`config.mk`:
```
export PLATFORM = sky130hd
export DESIGN_NAME = pic_core
export DESIGN_NICKNAME = d
export VERILOG_FILES = /design/src/rtl/pic_pkg.sv /design/src/rtl/pic_arb.sv /design/src/rtl/pic_lifo.sv /design/src/rtl/pic_core.sv
export SDC_FILE = /design/constraint.sdc
export NUM_CORES = 2
export LEC_CHECK = 0
export ABC_AREA = 0
export BUFFER_PORTS_ARGS = -buffer_cell sky130_fd_sc_hd__buf_2
export CAP_MARGIN = 0
export CORE_MARGIN = 3
export CORE_UTILIZATION = 45
export DETAILED_ROUTE_END_ITERATION = 10
export HOLD_SLACK_MARGIN = 0.15
export PLACE_DENSITY = 0.7
export SLEW_MARGIN = 20
export SYNTH_ARGS = -nofsm -noshare
export SYNTH_HDL_FRONTEND = slang
export SYNTH_HIERARCHICAL = 1
export SYNTH_SLANG_ARGS = --single-unit
```
`constraint.sdc`:
```
create_clock -name clk_i -period 376.7 [get_ports clk_i]
set_input_delay 18.835 -clock clk_i [delete_from_list [all_inputs] [get_ports clk_i]]
set_output_delay 18.835 -clock clk_i [all_outputs]
set_load 0.005 [all_outputs]
```
`src/rtl/pic_pkg.sv`:
```
package pic_pkg;
  localparam int unsigned DATA_W = 32;
  localparam int unsigned ADDR_W = 8;
  localparam logic [ADDR_W-1:0] A_CFG  = 8'h00;
  localparam logic [ADDR_W-1:0] A_CUR  = 8'h01;
  localparam logic [ADDR_W-1:0] A_ACK  = 8'h02;
  localparam logic [ADDR_W-1:0] A_EOI  = 8'h03;
  localparam logic [ADDR_W-1:0] A_SWF  = 8'h04;
  localparam logic [ADDR_W-1:0] A_PRIO = 8'h10;
endpackage

```
`src/rtl/pic_arb.sv`:
```
module pic_arb #(
  parameter int unsigned N  = 128,
  parameter int unsigned W  = 4,
  parameter int unsigned IW = $clog2(N)
) (
  input  logic [N-1:0]        pend_i,
  input  logic [N-1:0][W-1:0] prio_i,
  output logic [IW-1:0]       idx_o,
  output logic [W-1:0]        prio_o,
  output logic                vld_o
);
  // descending scan with >= leaves the lowest index on a tie
  always_comb begin
    idx_o  = '0;
    prio_o = '0;
    vld_o  = 1'b0;
    for (int i = N - 1; i >= 0; i--) begin
      if (pend_i[i] && prio_i[i] >= prio_o) begin
        idx_o  = IW'(i);
        prio_o = prio_i[i];
        vld_o  = 1'b1;
      end
    end
  end
endmodule

```
`src/rtl/pic_lifo.sv`:
```
module pic_lifo #(
  parameter int unsigned DEPTH = 15,
  parameter int unsigned W     = 4,
  parameter int unsigned CW    = $clog2(DEPTH + 1)
) (
  input  logic          clk_i,
  input  logic          rst_ni,
  input  logic          push_i,
  input  logic          pop_i,
  input  logic [W-1:0]  din_i,
  output logic [W-1:0]  dout_o,
  output logic [CW-1:0] cnt_o
);
  logic [W-1:0]  mem_q [DEPTH];
  logic [CW-1:0] cnt_q;
  logic          full, empty;

  assign full  = (cnt_q == CW'(DEPTH));
  assign empty = (cnt_q == '0);

  always_ff @(posedge clk_i or negedge rst_ni) begin
    if (!rst_ni) cnt_q <= '0;
    else if (push_i && !full) cnt_q <= cnt_q + 1'b1;
    else if (pop_i && !empty) cnt_q <= cnt_q - 1'b1;
  end

  always_ff @(posedge clk_i) begin
    if (push_i && !full) mem_q[cnt_q] <= din_i;
  end

  assign dout_o = empty ? '0 : mem_q[cnt_q - 1'b1];
  assign cnt_o  = cnt_q;
endmodule

```
`src/rtl/pic_core.sv`:
```
module pic_core
  import pic_pkg::*;
#(
  parameter int unsigned N_SRC      = 128,
  parameter int unsigned N_SW       = 8,
  parameter int unsigned N_RSV      = 16,
  parameter int unsigned PRIO_W     = 4,
  parameter int unsigned VEC_W      = 9,
  parameter int unsigned LIFO_DEPTH = 15
) (
  input  logic              clk_i,
  input  logic              rst_ni,
  input  logic [N_SRC-1:0]  irq_i,
  input  logic              wr_en_i,
  input  logic              rd_en_i,
  input  logic [ADDR_W-1:0] addr_i,
  input  logic [DATA_W-1:0] wdata_i,
  output logic [DATA_W-1:0] rdata_o,
  input  logic              ack_i,
  output logic              irq_req_o,
  output logic              hv_en_o,
  output logic [VEC_W-1:0]  vector_o
);
  localparam int unsigned IDX_W    = $clog2(N_SRC);
  localparam int unsigned PER_REG  = DATA_W / PRIO_W;
  localparam int unsigned N_PREG   = N_SRC / PER_REG;
  localparam int unsigned PA_W     = (N_PREG > 1) ? $clog2(N_PREG) : 1;
  localparam int unsigned FIRST_HW = N_SW + N_RSV;
  localparam int unsigned CNT_W    = $clog2(LIFO_DEPTH + 1);
  localparam logic [ADDR_W-1:0] PRIO_END = A_PRIO + ADDR_W'(N_PREG);

  logic                          hv_q;
  logic [PRIO_W-1:0]             cur_q;
  logic [N_SW-1:0]               sw_q;
  logic [N_SRC-1:0][PRIO_W-1:0]  prio_q;
  logic [N_SRC-1:0]              pend;
  logic [IDX_W-1:0]              win_idx;
  logic [PRIO_W-1:0]             win_prio;
  logic                          win_vld;
  logic                          ack_evt, eoi_evt;
  logic [PRIO_W-1:0]             lifo_top;
  logic [CNT_W-1:0]              lifo_cnt;
  logic [PA_W-1:0]               preg_idx;
  logic [DATA_W-1:0]             prio_word;
  logic                          in_prio;
  logic                          unused_irq;

  assign unused_irq = ^irq_i[FIRST_HW-1:0];

  // priority select bank and source qualification
  for (genvar g = 0; g < N_SRC; g++) begin : g_src
    localparam int unsigned RI = g / PER_REG;
    localparam int unsigned SI = g % PER_REG;
    always_ff @(posedge clk_i or negedge rst_ni) begin
      if (!rst_ni) prio_q[g] <= '0;
      else if (wr_en_i && addr_i == A_PRIO + ADDR_W'(RI))
        prio_q[g] <= wdata_i[SI*PRIO_W +: PRIO_W];
    end
    if (g < N_SW) begin : g_sw
      assign pend[g] = sw_q[g] && (prio_q[g] != '0);
    end else if (g < FIRST_HW) begin : g_rsv
      assign pend[g] = 1'b0;
    end else begin : g_hw
      assign pend[g] = irq_i[g] && (prio_q[g] != '0);
    end
  end

  always_ff @(posedge clk_i or negedge rst_ni) begin
    if (!rst_ni) begin
      hv_q <= 1'b0;
      sw_q <= '0;
    end else if (wr_en_i) begin
      if (addr_i == A_CFG) hv_q <= wdata_i[0];
      if (addr_i == A_SWF) sw_q <= (sw_q & ~wdata_i[16 +: N_SW]) | wdata_i[0 +: N_SW];
    end
  end

  pic_arb #(.N(N_SRC), .W(PRIO_W), .IW(IDX_W)) u_arb (
    .pend_i (pend),
    .prio_i (prio_q),
    .idx_o  (win_idx),
    .prio_o (win_prio),
    .vld_o  (win_vld)
  );

  assign irq_req_o = win_vld && (win_prio > cur_q);
  assign vector_o  = VEC_W'(win_idx);
  assign hv_en_o   = hv_q;

  assign ack_evt = irq_req_o && (hv_q ? ack_i : (rd_en_i && addr_i == A_ACK));
  assign eoi_evt = wr_en_i && (addr_i == A_EOI);

  pic_lifo #(.DEPTH(LIFO_DEPTH), .W(PRIO_W), .CW(CNT_W)) u_lifo (
    .clk_i  (clk_i),
    .rst_ni (rst_ni),
    .push_i (ack_evt),
    .pop_i  (eoi_evt && !ack_evt),
    .din_i  (cur_q),
    .dout_o (lifo_top),
    .cnt_o  (lifo_cnt)
  );

  always_ff @(posedge clk_i or negedge rst_ni) begin
    if (!rst_ni) cur_q <= '0;
    else if (ack_evt) cur_q <= win_prio;
    else if (eoi_evt && lifo_cnt != '0) cur_q <= lifo_top;
    else if (wr_en_i && addr_i == A_CUR) cur_q <= wdata_i[PRIO_W-1:0];
  end

  // read path
  assign in_prio  = (addr_i >= A_PRIO) && (addr_i < PRIO_END);
  assign preg_idx = PA_W'(addr_i - A_PRIO);

  always_comb begin
    prio_word = '0;
    for (int j = 0; j < PER_REG; j++)
      prio_word[j*PRIO_W +: PRIO_W] = prio_q[int'(preg_idx) * PER_REG + j];
  end

  always_comb begin
    rdata_o = '0;
    if (rd_en_i) begin
      if (in_prio) rdata_o = prio_word;
      else begin
        case (addr_i)
          A_CFG: rdata_o[0] = hv_q;
          A_CUR: rdata_o[PRIO_W-1:0] = cur_q;
          A_ACK: rdata_o[VEC_W-1:0] = vector_o;
          A_SWF: rdata_o[N_SW-1:0] = sw_q;
          default: rdata_o = '0;
        endcase
      end
    end
  end
endmodule

```
==> flow_metrics.tcl <==
set metrics [dict create \
    cts_tree "done" \
    routabilityCongestion 1.06 \
    max_freq_mhz 4.11 \
    routedWlPerCell_um 27.3 \
    htree_levels 3 \
    grt_util_all_layers_pct 31.4 \
    synth.area.top_cells "dfrtp_1 24%, mux2_2 13%, ha_1 6.7%, mux4_2 6.4%, nand2_1 3.4%" \
    clk_latency_ns 0.65 \
    fin_tns_setup_ns 0 \
    routed_via_density 6.70 \
    fin_ws_ns 133.43 \
    ff2ff_setup_slack_ns 169.65 \
    cts_sinks 589 \
    ctsHoldBuffers 0 \
    synth_flop_cell "dfrtp_1" \
    ioPinCount 216 \
    synth_area_mm2 0.0544 \
    nNetsFinal 6354 \
    netlist_instances 5704 \
    fillCellCount 10900 \
    rsz0062_at_grt "no" \
    finalCritPeriodShare_pct 64.6 \
    firstDrtPassIters 7 \
    grtUsageMet2_pct 46.1 \
    crit_arrival_ns 224.44 \
    grt_pass1_vias 46600 \
    final_antenna_net_count 0 \
    gr-usage-met3_pct 11.1 \
    ys_ff_latch 589 \
    overflow 0 \
    place_hpwl_um 156000 \
    die_w_um 354 \
    yosysMostFrequentCell "mux2_2" \
    cts_buffers 70 \
    synth_edf_count 60 \
    final_hold_viol_count 0 \
    end_kind "output pin" \
    clock-skew-final_ns 0.0476 \
    crit_required_ns 357.86 \
    outcome "completed" \
    wirelength_um 206000 \
    pre_cts_ws_ns 138.54 \
    grt_busiest_layer "met2" \
    critical_path_class "input port to output pin" \
    grt_use_met1_pct 40.1 \
    dieArea_mm2 0.125 \
    vias 50600 \
    cp_common_cell "ha_1" \
    post_cts_buffers 0 \
    grt_max_degree 185 \
    yosysTopAreaCellShare_pct 24.3 \
    syn_area_per_cell_um2 9.54 \
    timing.final.crit_period_ns 243.27 \
    start_util_pct 45.7 \
    core_mm2 0.119 \
    cts_max_path_buffers 3 \
    hold_path_class "register to register" \
    ys_seq_area_share_pct 27.6 \
    synth_top_cell_by_area "dfrtp_1" \
    cts_resized 0 \
    layout-drive-gt1-share_pct 21.8 \
    slowest_stage "nor4b_1" \
    maxSlewViolCount 0 \
    clock-root-buffer "clkbuf_16" \
    relSlewSlack_pct 19.6 \
    portBuffers 189 \
    tightestPinTransition_ns 1.20 \
    fp.dieH_um 354 \
    cp-start-kind "input port" \
    syn_to_final_growth_pct 9.23 \
    drt_iter0_drc 6555 \
    drv_cap 0 \
    num_rows 126 \
    detail_route.drc_violations 0 \
    final-setup-viol-count 0 \
    yosysWarningCount 6 \
    grt_first_pass_wirelength_um 298000 \
    cp_max_fo 12 \
    synth_cell_types 153 \
    antenna_found_initial 12 \
    async_flop_share_pct 89.8 \
    yosys-top-cells-count "608 x mux2_2, 529 x dfrtp_1, 497 x nand2_1, 369 x inv_1, 320 x nor2_1" \
    clkTransAtPathRegs_ns 0.06 \
    cp_slowest_stage_delay_ns 0.92 \
]
[layout by cell type, fill, tap and decap left out, types with 108 or more instances in the layout]
master and n:
nand2b_1 151, inv_1 369, o41a_1 117, nor2_1 320
ha_1 290, nand3_1 114, a21oi_1 251, nand2_1 496
mux4_2 154, a21o_1 108, buf_2 186, dfrtp_1 529
mux2_2 608, o21ai_0 273
[metal layers]
layer	vias to the layer above	routed length [um]
met5	-	33
met4	4	13900
met3	578	26400
met2	2919	85900
met1	24800	79600
li1	22300	-
[cell type report]
| type | count | area (um^2) | area share, % |
|---|---|---|---|
| Inverter | 372 | 1400 | 2.35 |
| Clock buffer | 93 | 1940 | 3.26 |
| Sequential cell | 589 | 15000 | 25.3 |
| Tap cell | 1600 | 2000 | 3.37 |
| Timing Repair Buffer | 218 | 1220 | 2.05 |
| Multi-Input combinational cell | 4640 | 37400 | 63.0 |
| Antenna cell | 3 | 7.51 | 0.0126 |
| Clock inverter | 34 | 419 | 0.705 |
[cells by family after synthesis]
logic type                 after synthesis  share of synthesized area (%)
AOI/OAI and AO/OA                     1697                           23.5
and+or+nand+nor                       1612                           14.8
muxes                                  891                           21.8
DFF                                    589                           27.6
buffers and inverters                  545                           4.16
adders and majority gates              363                           8.01
xor gates and xnor gates                 6                          0.145
other                                    1                        0.00689
[critical path: cells and delay by family]
family                   cells  cell delay (ns)
AND/OR/NAND/NOR            262            45.47
AO/OA/AOI/OAI              304            72.91
multiplexers                87            31.78
buffers and inverters       16             1.58
adder cells (fa/ha/maj)    147            44.10
[flip-flops by register name (all words and copies together), names as in the netlist]
signal / cells
sw_q: 8
hv_en_o: 1
prio_q: 512
u_lifo/cnt_o: 4
cur_q: 4
u_lifo/mem_q: 60
[per-stage QoR]
step                area, um^2  hold WS (ns)  util [%]  instances
floorplan                54700         0.488         -       5774
global placement         57000         0.525      47.9       7418
detailed placement       57000         0.549      47.9       7418
CTS                      59400         0.563      49.9       7545
global route             59400         0.575      49.9       7546
finish                   59500         0.562      50.0       7549
[final timing paths]
path	from	endpoint	cells after the start
min in group asynchronous	rst_ni	prio_q[102]	1
max reg2reg	prio_q[510]	u_lifo/mem_q[3][0]	854
max	irq_i[127]	rdata_o[6]	816
max in group asynchronous	rst_ni	prio_q[273]	4
min	prio_q[216]	prio_q[216]	1
min reg2reg	prio_q[216]	prio_q[216]	1
Power is left out: the tool's default activity adds up to more than one toggle a clock period on the data nets, which glitch-free logic cannot reach.
